`config.mk`:
```
export PLATFORM = sky130hd
export DESIGN_NAME = pe_dual_erase
export DESIGN_NICKNAME = d
export VERILOG_FILES = /design/src/rtl/pe_pkg.sv /design/src/rtl/pe_pulse_timer.sv /design/src/rtl/pe_lane_mask.sv /design/src/rtl/pe_cmd_word.sv /design/src/rtl/pe_dual_erase.sv
export SDC_FILE = /design/constraint.sdc
export NUM_CORES = 1
export LEC_CHECK = 0
export ABC_AREA = 1
export BUFFER_PORTS_ARGS = -buffer_cell sky130_fd_sc_hd__buf_2
export CORE_UTILIZATION = 45
export CTS_BUF_LIST = sky130_fd_sc_hd__clkbuf_16
export DETAILED_ROUTE_END_ITERATION = 10
export PLACE_DENSITY = 0.75
export SLEW_MARGIN = 10
export SYNTH_ARGS = -nofsm -noshare
export SYNTH_HDL_FRONTEND = slang
export SYNTH_SLANG_ARGS = --single-unit
```
`constraint.sdc`:
```
create_clock -name clk_i -period 2.9 [get_ports clk_i]
set_clock_uncertainty 0.05 [all_clocks]
set_input_delay 0.145 -clock clk_i [delete_from_list [all_inputs] [get_ports clk_i]]
set_output_delay 0.145 -clock clk_i [all_outputs]
set_load 0.005 [all_outputs]
```
`src/rtl/pe_pkg.sv`:
```
package pe_pkg;
  localparam int LANES = 2;
  localparam int BW    = 8;

  localparam logic [BW-1:0] ERS_BYTE   = 8'h20;
  localparam logic [BW-1:0] VFY_BYTE   = 8'hA0;
  localparam logic [BW-1:0] MASK_BYTE  = 8'hFF;
  localparam logic [BW-1:0] READ_BYTE  = 8'h00;
  localparam logic [BW-1:0] CLEAN_BYTE = 8'hFF;

  typedef enum logic [2:0] {
    ST_IDLE, ST_ERS_A, ST_ERS_B, ST_PULSE, ST_VFY, ST_RD, ST_EXIT, ST_DONE
  } pe_state_t;

  typedef enum logic [1:0] {OP_READ, OP_ERS, OP_VFY} pe_op_t;
endpackage

```
`src/rtl/pe_pulse_timer.sv`:
```
module pe_pulse_timer #(
  parameter int CYC = 1000000
) (
  input  logic clk_i,
  input  logic rst_ni,
  input  logic run_i,
  output logic expire_o
);
  localparam int CW = (CYC > 2) ? $clog2(CYC) : 1;

  logic [CW-1:0] cnt_q;

  always_ff @(posedge clk_i or negedge rst_ni) begin
    if (!rst_ni)      cnt_q <= '0;
    else if (!run_i)  cnt_q <= '0;
    else if (!expire_o) cnt_q <= cnt_q + CW'(1);
  end

  assign expire_o = run_i && (cnt_q == CW'(CYC - 1));

  // the pulse needs at least one earlier run cycle before it expires
  p_pulse_min_r2: assert property (@(posedge clk_i) disable iff (!rst_ni)
    expire_o |-> $past(run_i));
endmodule

```
`src/rtl/pe_lane_mask.sv`:
```
module pe_lane_mask
  import pe_pkg::*;
(
  input  logic                clk_i,
  input  logic                rst_ni,
  input  logic                clr_i,
  input  logic                eval_i,
  input  logic [LANES*BW-1:0] rd_data_i,
  output logic [LANES-1:0]    mask_o,
  output logic                all_pass_o
);
  logic [LANES-1:0] mask_q;
  logic [LANES-1:0] hit;

  for (genvar l = 0; l < LANES; l++) begin : g_lane
    assign hit[l] = (rd_data_i[l*BW +: BW] == CLEAN_BYTE);

    always_ff @(posedge clk_i or negedge rst_ni) begin
      if (!rst_ni)     mask_q[l] <= 1'b0;
      else if (clr_i)  mask_q[l] <= 1'b0;
      else if (eval_i) mask_q[l] <= mask_q[l] | hit[l];
    end

    // a passed lane stays masked until the address advances
    p_mask_sticky_r4: assert property (@(posedge clk_i) disable iff (!rst_ni)
      (mask_q[l] && !clr_i) |=> mask_q[l]);
  end

  assign mask_o     = mask_q;
  assign all_pass_o = &(mask_q | hit);
endmodule

```
`src/rtl/pe_cmd_word.sv`:
```
module pe_cmd_word
  import pe_pkg::*;
(
  input  pe_op_t              op_i,
  input  logic [LANES-1:0]    mask_i,
  output logic [LANES*BW-1:0] word_o
);
  for (genvar l = 0; l < LANES; l++) begin : g_lane
    always_comb begin
      unique case (op_i)
        OP_ERS:  word_o[l*BW +: BW] = mask_i[l] ? MASK_BYTE : ERS_BYTE;
        OP_VFY:  word_o[l*BW +: BW] = mask_i[l] ? MASK_BYTE : VFY_BYTE;
        default: word_o[l*BW +: BW] = READ_BYTE;
      endcase
    end
  end
endmodule

```
`src/rtl/pe_dual_erase.sv`:
```
module pe_dual_erase
  import pe_pkg::*;
#(
  parameter int AW        = 17,
  parameter int PULSE_CYC = 1000000,
  parameter int MAX_LOOPS = 25
) (
  input  logic          clk_i,
  input  logic          rst_ni,
  input  logic          start_i,
  input  logic [AW-1:0] last_addr_i,
  output logic [AW-1:0] addr_o,
  output logic [15:0]   wdata_o,
  output logic          wr_o,
  output logic          rd_o,
  input  logic [15:0]   rdata_i,
  output logic          done_o,
  output logic          err_o
);
  localparam int LW = $clog2(MAX_LOOPS + 1);

  pe_state_t        state_q, state_d;
  logic [AW-1:0]    addr_q, last_q;
  logic [LW-1:0]    loops_q;
  logic             err_q;
  logic             expire, all_pass, accept, step, at_last, give_up;
  logic [LANES-1:0] mask;
  pe_op_t           op;

  pe_pulse_timer #(.CYC(PULSE_CYC)) u_timer (
    .clk_i    (clk_i),
    .rst_ni   (rst_ni),
    .run_i    (state_q == ST_PULSE),
    .expire_o (expire)
  );

  pe_lane_mask u_mask (
    .clk_i      (clk_i),
    .rst_ni     (rst_ni),
    .clr_i      (accept || step),
    .eval_i     (state_q == ST_RD),
    .rd_data_i  (rdata_i),
    .mask_o     (mask),
    .all_pass_o (all_pass)
  );

  pe_cmd_word u_cmd (
    .op_i   (op),
    .mask_i (mask),
    .word_o (wdata_o)
  );

  assign accept  = start_i && (state_q == ST_IDLE || state_q == ST_DONE);
  assign at_last = (addr_q == last_q);
  assign step    = (state_q == ST_RD) && all_pass && !at_last;
  assign give_up = (state_q == ST_RD) && !all_pass && (loops_q == LW'(MAX_LOOPS));

  always_comb begin
    state_d = state_q;
    unique case (state_q)
      ST_IDLE, ST_DONE: if (accept) state_d = ST_ERS_A;
      ST_ERS_A:         state_d = ST_ERS_B;
      ST_ERS_B:         state_d = ST_PULSE;
      ST_PULSE:         if (expire) state_d = ST_VFY;
      ST_VFY:           state_d = ST_RD;
      ST_RD: begin
        if (all_pass)     state_d = at_last ? ST_EXIT : ST_VFY;
        else if (give_up) state_d = ST_EXIT;
        else              state_d = ST_ERS_A;
      end
      ST_EXIT:          state_d = ST_DONE;
      default:          state_d = ST_IDLE;
    endcase
  end

  always_ff @(posedge clk_i or negedge rst_ni) begin
    if (!rst_ni) begin
      state_q <= ST_IDLE;
      addr_q  <= '0;
      last_q  <= '0;
      loops_q <= '0;
      err_q   <= 1'b0;
    end else begin
      state_q <= state_d;
      if (accept) begin
        addr_q  <= '0;
        last_q  <= last_addr_i;
        loops_q <= '0;
        err_q   <= 1'b0;
      end else if (state_q == ST_ERS_A) begin
        loops_q <= loops_q + LW'(1);
      end else if (step) begin
        addr_q  <= addr_q + AW'(1);
        loops_q <= '0;
      end else if (give_up) begin
        err_q   <= 1'b1;
      end
    end
  end

  always_comb begin
    unique case (state_q)
      ST_ERS_A, ST_ERS_B: op = OP_ERS;
      ST_VFY:             op = OP_VFY;
      default:            op = OP_READ;
    endcase
  end

  assign addr_o = addr_q;
  assign wr_o   = (state_q == ST_ERS_A) || (state_q == ST_ERS_B) ||
                  (state_q == ST_VFY)   || (state_q == ST_EXIT);
  assign rd_o   = (state_q == ST_RD);
  assign done_o = (state_q == ST_DONE);
  assign err_o  = err_q;

  // the erase word is always written twice back to back
  p_erase_pair_r2: assert property (@(posedge clk_i) disable iff (!rst_ni)
    (state_q == ST_ERS_A) |=> (wr_o && wdata_o == $past(wdata_o)));

  // a verify write is followed by a read at the same address
  p_vfy_read_r3: assert property (@(posedge clk_i) disable iff (!rst_ni)
    (state_q == ST_VFY) |=> (rd_o && addr_o == $past(addr_o)));

  // a failed read keeps the address
  p_addr_hold_r5: assert property (@(posedge clk_i) disable iff (!rst_ni)
    (rd_o && !all_pass) |=> $stable(addr_o));

  // inside a run the address only moves up by one
  p_addr_step_r6: assert property (@(posedge clk_i) disable iff (!rst_ni)
    (state_q != ST_DONE && $past(state_q) != ST_DONE && $past(state_q) != ST_IDLE &&
     addr_o != $past(addr_o)) |-> addr_o == $past(addr_o) + AW'(1));

  // done is entered only after a 0000H write
  p_exit_word_r7: assert property (@(posedge clk_i) disable iff (!rst_ni)
    $rose(done_o) |-> ($past(wr_o) && $past(wdata_o) == 16'h0000));

  // the loop counter never passes the limit
  p_loop_bound_r8: assert property (@(posedge clk_i) disable iff (!rst_ni)
    loops_q <= LW'(MAX_LOOPS));
endmodule

```
## After elaboration in Yosys (flattened, before gate mapping)

Index checks and enable logic that the tools add are counted.

| word-level totals | value |
|---|---|
| register bits | 65 |
| latch bits | 0 |
| memory bits (writable) | 0 |
| ROM bits | 0 |
| input bits | 36 |
| output and inout port bits | 37 |
| logic and storage cells | 86 |
| memories | 0 |

| cells by class | value |
|---|---|
| add/sub/neg operators | 3 |
| multiply operators | 0 |
| divide/modulo/power cells | 0 |
| order comparisons | 0 |
| eq/ne operators | 19 |
| shift operators | 0 |
| muxes and demuxes | 29 |
| bitwise logic cells | 3 |
| reduce and logical (&&, ||, !) cells | 24 |

Operators with widths:

| kind | number |
|---|---|
| two-way mux 17 bit | 3 |
| two-way mux 20 bit | 2 |
| one-hot mux 8 bit (2 select lines) | 2 |
| one-hot mux 3 bit (7 select lines) | 1 |
| adder 20 x 1 -> 20 bit, second input constant | 1 |
| equality test 20 bit, second input constant | 1 |
| adder 17 x 1 -> 17 bit, second input constant | 1 |
| equality test 17 bit | 1 |
| equality test 8 bit, second input constant | 2 |
| two-way mux 8 bit | 2 |
| two-way mux 5 bit | 3 |
| two-way mux 7 bit | 2 |
| equality test 3 bit, second input constant | 4 |
| two-way mux 3 bit | 4 |
| != test 2 bit, second input constant | 5 |
| two-way mux 1 bit | 8 |
| equality test 3 x 2 -> 1 bit, second input constant | 2 |
| logical AND 1 bit | 6 |
| AND reduction 2 bit | 3 |
| nonzero test 2 bit | 3 |
| adder 5 x 1 -> 5 bit, second input constant | 1 |
| equality test 5 bit, second input constant | 1 |
| logical OR 1 bit | 5 |
| one-hot mux 2 bit (2 select lines) | 1 |
| 11 further kinds | 14 |

## Longest topological paths before layout

Gate-level depths: netlist of the first run.

| logic depth | value |
|---|---|
| depth in word-level cells | 10 |
| depth in mapped cells | 12 |
| depth with buffers taken out | 11 |

## Modules after synthesis

A second synthesis of the first run with hierarchy kept.

| second synthesis, totals | value |
|---|---|
| cells, all modules | 587 |
| area, all modules | 4159.0 um^2 |

By module, submodules not included:

| module | times used | cells each | area each (um^2) | seq. area each (um^2) |
|---|---|---|---|---|
| pe_dual_erase | 1 | 348 | 2548.7 | 1076.0 |
| pe_pulse_timer | 1 | 186 | 1302.5 | 500.5 |
| pe_cmd_word | 1 | 26 | 158.9 | 0.0 |
| pe_lane_mask | 1 | 27 | 148.9 | 50.0 |

## Worst setup path after synthesis of the first run

OpenSTA, ideal clock, no wires.

| timing path | value |
|---|---|
| path type | register to output |
| start | register state_q[2] |
| end | output port wdata_o[10] |
| arrival time | 1.727 ns |
| required time | 2.705 ns |
| setup slack | 0.978 ns |
| cell stages (with the launch flop) | 9 |
| buffers on the path | 1 |
| cell sequence | dfrtp_1 > inv_2 > nand2_1 > nor2_1 > inv_1 > ha_1 > o21ai_0 > nor2_1 > buf_4 |

| on the way | value |
|---|---|
| cells in the longest elaborated chain, start to end | 5 |
| elaborated cells between the ends (all ways) | 8 |
| classes of those cells | 5 x eq/ne; 2 x mux; 1 x reduce/logical |

Ends and longest elaborated chain:

| what | RTL line | RTL |
|---|---|---|
| start: declaration | pe_dual_erase.sv:22 | `pe_state_t state_q, state_d;` |
| start signal: assignment | pe_dual_erase.sv:84 | `state_q <= state_d;` |
| equality test 3 x 1 -> 1 bit or equality test 3 x 2 -> 1 bit (tied branches) | pe_dual_erase.sv:102 | `unique case (state_q)` |
| OR reduction 2 bit | pe_dual_erase.sv:102 |  |
| one-hot mux 2 bit (2 select lines) * | pe_dual_erase.sv:102 |  |
| equality test 2 bit or equality test 2 x 1 -> 1 bit (tied branches) | pe_cmd_word.sv:10 | `unique case (op_i)` |
| one-hot mux 8 bit (2 select lines) * | pe_cmd_word.sv:10 |  |
| end: declaration | pe_dual_erase.sv:13 | `output logic [15:0] wdata_o,` |

Mark *: on every way between the ends. The rest lies on a longest branch, timed or not.

## Worst setup path in the final report of the first run

| timing path | value |
|---|---|
| start | register state_q[2] |
| end | output port wdata_o[4] |

Same word-level chain as after synthesis.

==> metrics.md, run 1 <==
| Metric | Value |
|---|---|
| ANT nets after route | `0` |
| Initial antenna violation count | `0` |
| H-tree level count | `3` |
| Latest clock arrival within the worst-skew pair | `0.32 ns` |
| CP delay by family, top | `simple AND/OR/NAND/NOR gates` |
| Endpoint class of the critical path | `primary output` |
| Synth Cell Area | `0.00400 mm^2` |
| Synth cell types | `32` |
| Critical Path Fanout Max | `7` |
| PwrDens | `417 mW/mm^2` |
| Most common library cells after synthesis | `146 x nand2_1, 65 x dfrtp_1, 62 x nor2_1` |
| Mux cell area share after synthesis | `0%` |
| Post-CTS sizing | `0` |
| Fill cells | `831` |
| Leakage | `2.60 nW` |
| Initial core utilization | `46.0%` |
| Register area | `0.00163 mm^2` |
| Multi-input logic area | `0.00200 mm^2` |
| Combinational share of power | `3.1%` |
| # setup viols final | `0` |
| Post-synthesis net count | `575` |
| Critical path cell sequence | `inv_2 -> nand2_1 -> nor2_1 -> inv_1 -> ha_1 -> o21ai_0 -> nor2_1 -> buf_2` |
| Cell chosen for the clock root | `clkbuf_16` |
| Synthesis-to-layout area growth | `20.5%` |
| Count of state elements after synthesis | `65` |
| Worst Setup Start Kind | `flip-flop` |
| Worst VDD drop | `270 uV` |
| Placer congestion estimate | `0.942` |
| GRT Overall Usage | `21.8%` |
| Synth area leader | `dfrtp_1` |
| Slowest CP cell | `dfrtp_1` |
| DRT iter0 DRCs | `168` |
| Worst path max stage delay | `0.46 ns` |
| WL final | `9230 um` |
| Critical Path AT | `2.17 ns` |
| Setup repair bufs after CTS | `0` |
| Reg2Reg Setup Slack | `0.94 ns` |
| RSZ-0062 raised after global routing | `no` |
| Async S/R FF share, synth | `100%` |
| Ant diodes | `0` |
| Slew Limit Fails | `0` |
| Row count | `34` |
| CTS tree | `built` |
| Psw | `0.000412 W` |
| Post-CTS Hold Fix Bufs | `16` |
| Max_cap viols | `0` |
| Post-DP Area | `0.00437 mm^2` |
| Final HPWL DP | `6450 um` |
| Hold Path Depth | `3` |
| Vias per cell | `5.06` |
| Post-synth EDFFs | `0` |
| Syn_area_per_cell | `7.51 um^2` |
| Final non-filler cell area | `0.00482 mm^2` |
| Core Area | `0.00868 mm^2` |
| Clock Power Share | `51.7%` |
| Run status | `finished, final reports clean` |
| Top_reg_cell synth | `dfrtp_1` |
| Largest family of logic cells by synthesized area | `simple AND/OR/NAND/NOR gates` |
| Peak Freq | `0.423 GHz` |
| CP Depth | `8` |
| Setup Crit Path Kind | `flip-flop to primary output` |
| Vias in the first global route | `3528` |
| Post-Synthesis Cells | `532` |
| Synth area leaders | `dfrtp_1 41%, nand2_1 14%, xor2_1 6.8%` |
| Final hold violations | `0` |
| Largest net degree at the start of global routing | `38` |
| Worst path buffer plus inverter count | `3` |
| Via Count | `3675` |
| Max clock buf depth | `2` |
| Grt ovf | `0` |
| Tightest Hold Check Type | `primary input to flip-flop` |
| Simple-gate share of the synthesized area | `35.2%` |
| Seq/Total Area, Yosys | `40.7%` |
| Clock transition at path regs | `0.06 ns` |
| CTS buffer count | `9` |
| DRC | `0` |
| Share of cells above drive strength 1 | `19.7%` |
| 1st-pass router iterations | `4` |
| WL per Instance | `12.7 um` |
| Least-Margin Pin Slew | `0.670 ns` |
| Synth Area in XOR/XNOR | `7.23%` |
| Final worst path period share | `81.5%` |
| CTS Sinks | `65` |
| Worst setup margin | `0.535 ns` |
| Count leader, synth | `nand2_1` |
| Worst path required time | `2.71 ns` |
| Die area | `0.00926 mm^2` |
| Sw Share | `20.5%` |
| Hold_ws | `0.00246 ns` |
| DIE HEIGHT | `96.2 um` |
| I/O Buffers | `72` |
| Place WS | `0.895 ns` |
| Final min period | `2.36 ns` |
| Top-Level Pins | `73` |
| Post-route setup TNS | `0 ns` |
| Sequential share of power | `45.2%` |
| Global-route wire length before repair | `15900 um` |
| Adder-Cell Fraction of Synth Area | `2.19%` |
| Synthesis Warnings | `0` |
| Yosys top cell area share | `40.7%` |
| CP dominant cell by count | `nor2_1` |
| Int Power | `0.00160 W` |
| Synth Area in Compound Gates | `5.54%` |
| Nets | `657` |
| Worst rel slew slack | `55.3%` |
| R2R cell count | `11` |
| Die X | `96.2 um` |
## registers in the layout, summed over array words and instances (netlist names)
name	cells
err_o	1
loops_q	5
last_q	17
state_q	3
u_mask.mask_o	2
addr_o	17
u_timer.cnt_q	20
## per-layer routing
metal,global-route usage (%),routed length [um],up-vias
met3,3.24,308,20
met5,0,0,-
met1,28.0,4210,1728
met4,9.70,189,0
li1,-,-,1851
met2,36.3,4530,76
## placed cells by master, fill, tap and decap left out, types with 2 or more instances in the layout
master         count
clkbuf_16          9
o21ai_0           24
inv_1             51
dlygate4sd3_1     16
nor3b_1            3
ha_1               7
clkinv_1           2
inv_2              7
clkinv_2           4
dfrtp_1           65
nand4_1           24
nor3_1            19
nor2_1            62
nand2_8            2
or2_2              4
buf_4              3
xnor2_1            2
nand2_2            8
nand3_2            2
nor2_2             4
nand3_1           31
xor2_1            31
buf_2             72
a21oi_1           12
nand2_1          146
## power by group through the flow
stage / logic, W / clock network (W) / registers, W
finish: 0.0000622 / 0.00104 / 0.000908
global route: 0.0000712 / 0.00109 / 0.000907
CTS: 0.0000638 / 0.00105 / 0.000908
detailed placement: 0.0000473 / 0 / 0.000924
global placement: 0.0000464 / 0 / 0.000924
floorplan: 0.00000310 / 0 / 0.000924
## path summary, 6_finish.rpt
| kind | endpoint | start |
|---|---|---|
| worst min register to register | err_o | err_o |
| worst min-delay path | last_q[5] | last_addr_i[5] |
| min in group asynchronous | u_timer.cnt_q[5] | rst_ni |
| worst max register to register | addr_o[2] | addr_o[0] |
| max in group asynchronous | addr_o[9] | rst_ni |
| worst max-delay path | wdata_o[4] | state_q[2] |
## final cells by class
type | instances | area share [%]
multi-input cells | 388 | 41.6
inverters | 59 | 4.60
flip-flops and latches | 65 | 33.8
repair buffers | 91 | 11.3
clock inverters | 7 | 1.27
clock buffers | 9 | 4.68
well taps | 108 | 2.81
## worst min-delay path, delay by kind of cell
kind	cells	cell delay, ns
buffers and inverters	1	0.07
AOI/OAI and AO/OA	1	0.07
and+or+nand+nor	1	0.04
## cell families after synthesis
kind of cell / after synthesis
buffers and inverters: 79
AO/OA/AOI/OAI: 40
adder cells (fa/ha/maj): 7
flip-flops: 65
AND/OR/NAND/NOR: 308
XOR/XNOR: 33
## stage by stage
| stage | std cells | utilization (%) | total power, W |
|---|---|---|---|
| after detailed placement | 695 | 50.4 | 0.000971 |
| final | 727 | 55.5 | 0.00201 |
| after global placement | 695 | 50.4 | 0.000970 |
| after global routing | 727 | 55.5 | 0.00207 |
| after floorplan | 532 | - | 0.000927 |
| after CTS | 727 | 55.5 | 0.00203 |
No activity file was read; power rests on OpenSTA's default activity.
==> run 2, diff against run 1 <==
Settings changed: PLACE_DENSITY 0.75 to 0.77.
Clock period 2.9 ns to 2 ns, I/O delays scaled along.
==> metrics.md, run 2 (synthesis gave the netlist of run 1 again) <==
| Metric | Value |
|---|---|
| Worst VDD drop | `423 uV` |
| Cell chosen for the clock root | `clkbuf_16` |
| Initial antenna violation count | `0` |
| Initial core utilization | `46.0%` |
| WL per Instance | `13.5 um` |
| Worst rel slew slack | `57.4%` |
| Top-Level Pins | `73` |
| # setup viols final | `13` |
| Critical Path Fanout Max | `6` |
| 1st-pass router iterations | `5` |
| Clock transition at path regs | `0.05 ns` |
| Largest net degree at the start of global routing | `40` |
| Max reg flops | `20` |
| Slowest CP cell | `dfrtp_1` |
| Synthesis-to-layout area growth | `28.1%` |
| Worst path required time | `1.85 ns` |
| Max_cap viols | `0` |
| Placer congestion estimate | `0.892` |
| Commonest non-fill, non-tap cell in the layout | `nand2_1` |
| Post-DP Area | `0.00452 mm^2` |
| Worst Setup Start Kind | `flip-flop` |
| Share of cells above drive strength 1 | `24.6%` |
| Row count | `34` |
| Worst path max stage delay | `0.41 ns` |
| Peak Freq | `0.488 GHz` |
| Worst setup margin | `-0.0489 ns` |
| CTS tree | `built` |
| Die X | `96.2 um` |
| Slew Limit Fails | `0` |
| Fill cells | `776` |
| RSZ-0062 raised after global routing | `yes` |
| DRT iter0 DRCs | `306` |
| Final min period | `2.05 ns` |
| Final worst path period share | `102%` |
| Latest clock arrival within the worst-skew pair | `0.33 ns` |
| Final HPWL DP | `7040 um` |
| Vias per cell | `5.09` |
| Leakage | `2.74 nW` |
| GRT Overall Usage | `23.1%` |
| Final non-filler cell area | `0.00512 mm^2` |
| Global-route wire length before repair | `16500 um` |
| Failing checks | `negative setup slack` |
| PwrDens | `575 mW/mm^2` |
| CTS Sinks | `65` |
| CP delay by family, top | `simple AND/OR/NAND/NOR gates` |
| Via Count | `3821` |
| Post-Layout Cell Count | `751` |
| Grt ovf | `0` |
| Critical Path AT | `1.90 ns` |
| Setup Crit Path Kind | `flip-flop to primary output` |
| Max clock buf depth | `2` |
| Die area | `0.00926 mm^2` |
| I/O Buffers | `72` |
| Worst path buffer plus inverter count | `3` |
| Most flop-heavy register | `u_timer.cnt_q` |
| Final hold violations | `0` |
| Placed insts | `713` |
| DRC | `0` |
| Core Area | `0.00868 mm^2` |
| DIE HEIGHT | `96.2 um` |
| Vias in the first global route | `3600` |
| Nets | `681` |
| Run status | `complete, but fails checks` |
| Tightest Hold Check Type | `primary input to flip-flop` |
| Utilization after layout | `59.0%` |
| Most frequent cells in the layout | `143 x nand2_1, 72 x buf_2, 65 x dfrtp_1` |
| Least-Margin Pin Slew | `0.639 ns` |
| Critical path cell sequence | `inv_2 -> nand2_4 -> nand2_4 -> nor2_4 -> inv_2 -> ha_4 -> o21ai_4 -> nor2_4 -> buf_2` |
| CTS buffer count | `9` |
| H-tree level count | `3` |
| Ant diodes | `0` |
| WL final | `10200 um` |
| Endpoint class of the critical path | `primary output` |
| ANT nets after route | `0` |
| Power Total | `0.00294 W` |
[run 2: tightest hold or removal path: stages]
cell and delay [ns]:
buf_2 0.11, inv_1 0.05, nand2_1 0.06, nand2_1 0.07
[run 2: area by class of cell]
class                           instances  area, um^2  share of cell area [%]
Multi-Input combinational cell        388        2110                    41.1
Sequential cell                        65        1630                    31.8
Timing Repair Buffer                  115         741                    14.5
Clock buffer                            9         225                    4.40
Inverter                               59         221                    4.33
Tap cell                              108         135                    2.64
Clock inverter                          7        62.6                    1.22
[run 2: worst paths after layout]
kind                       cells past startpoint        from  slack, ns          endpoint
max                                            9  state_q[1]      -0.05        wdata_o[9]
min reg2reg                                    2  last_q[10]       0.45        last_q[10]
max in group asynchronous                      3      rst_ni       0.99        last_q[14]
min in group asynchronous                      2      rst_ni       0.28  u_timer.cnt_q[8]
max reg2reg                                   11  state_q[1]       0.05         addr_o[7]
min                                            4     start_i       0.07        state_q[2]
[run 2: timing repair]
action,in CTS,in global routing
endpoints found under the hold margin,43,0
setup endpoints to repair,14,15
pin swaps,4,6
hold buffers,18,0
resized for setup,12,14
buffers inserted,2,2
[run 2: power by group]
part	leakage [nW]	switching (W)	internal, W
sequential	0.799	0.0000000331	0.00132
combinational	1.80	0.0000445	0.0000524
clock	0.140	0.000581	0.000951
total	2.74	0.000625	0.00232
[run 2: metrics by stage]
stage | setup slack, ns | hold slack [ns] | TNS (ns)
2_1_floorplan | 0.123 | -0.246 | 0
3_3_place_gp | 0.180 | 0.108 | 0
3_5_place_dp | -0.0492 | 0.115 | -0.452
4_1_cts | 0.00547 | 0.0425 | 0
5_1_grt | -0.114 | 0.0667 | -1.33
6_report | -0.0489 | 0.0733 | -0.358
[run 2: layer usage]
layer / wire (um) / vias up / track usage, % / share of wire [%]
met2: 5110 / 116 / 37.8 / 50
met5: 0 / - / 0 / 0
met4: 218 / 0 / 7.84 / 2.1
met3: 455 / 22 / 5.45 / 4.5
met1: 4390 / 1776 / 30.0 / 43
li1: - / 1907 / - / -
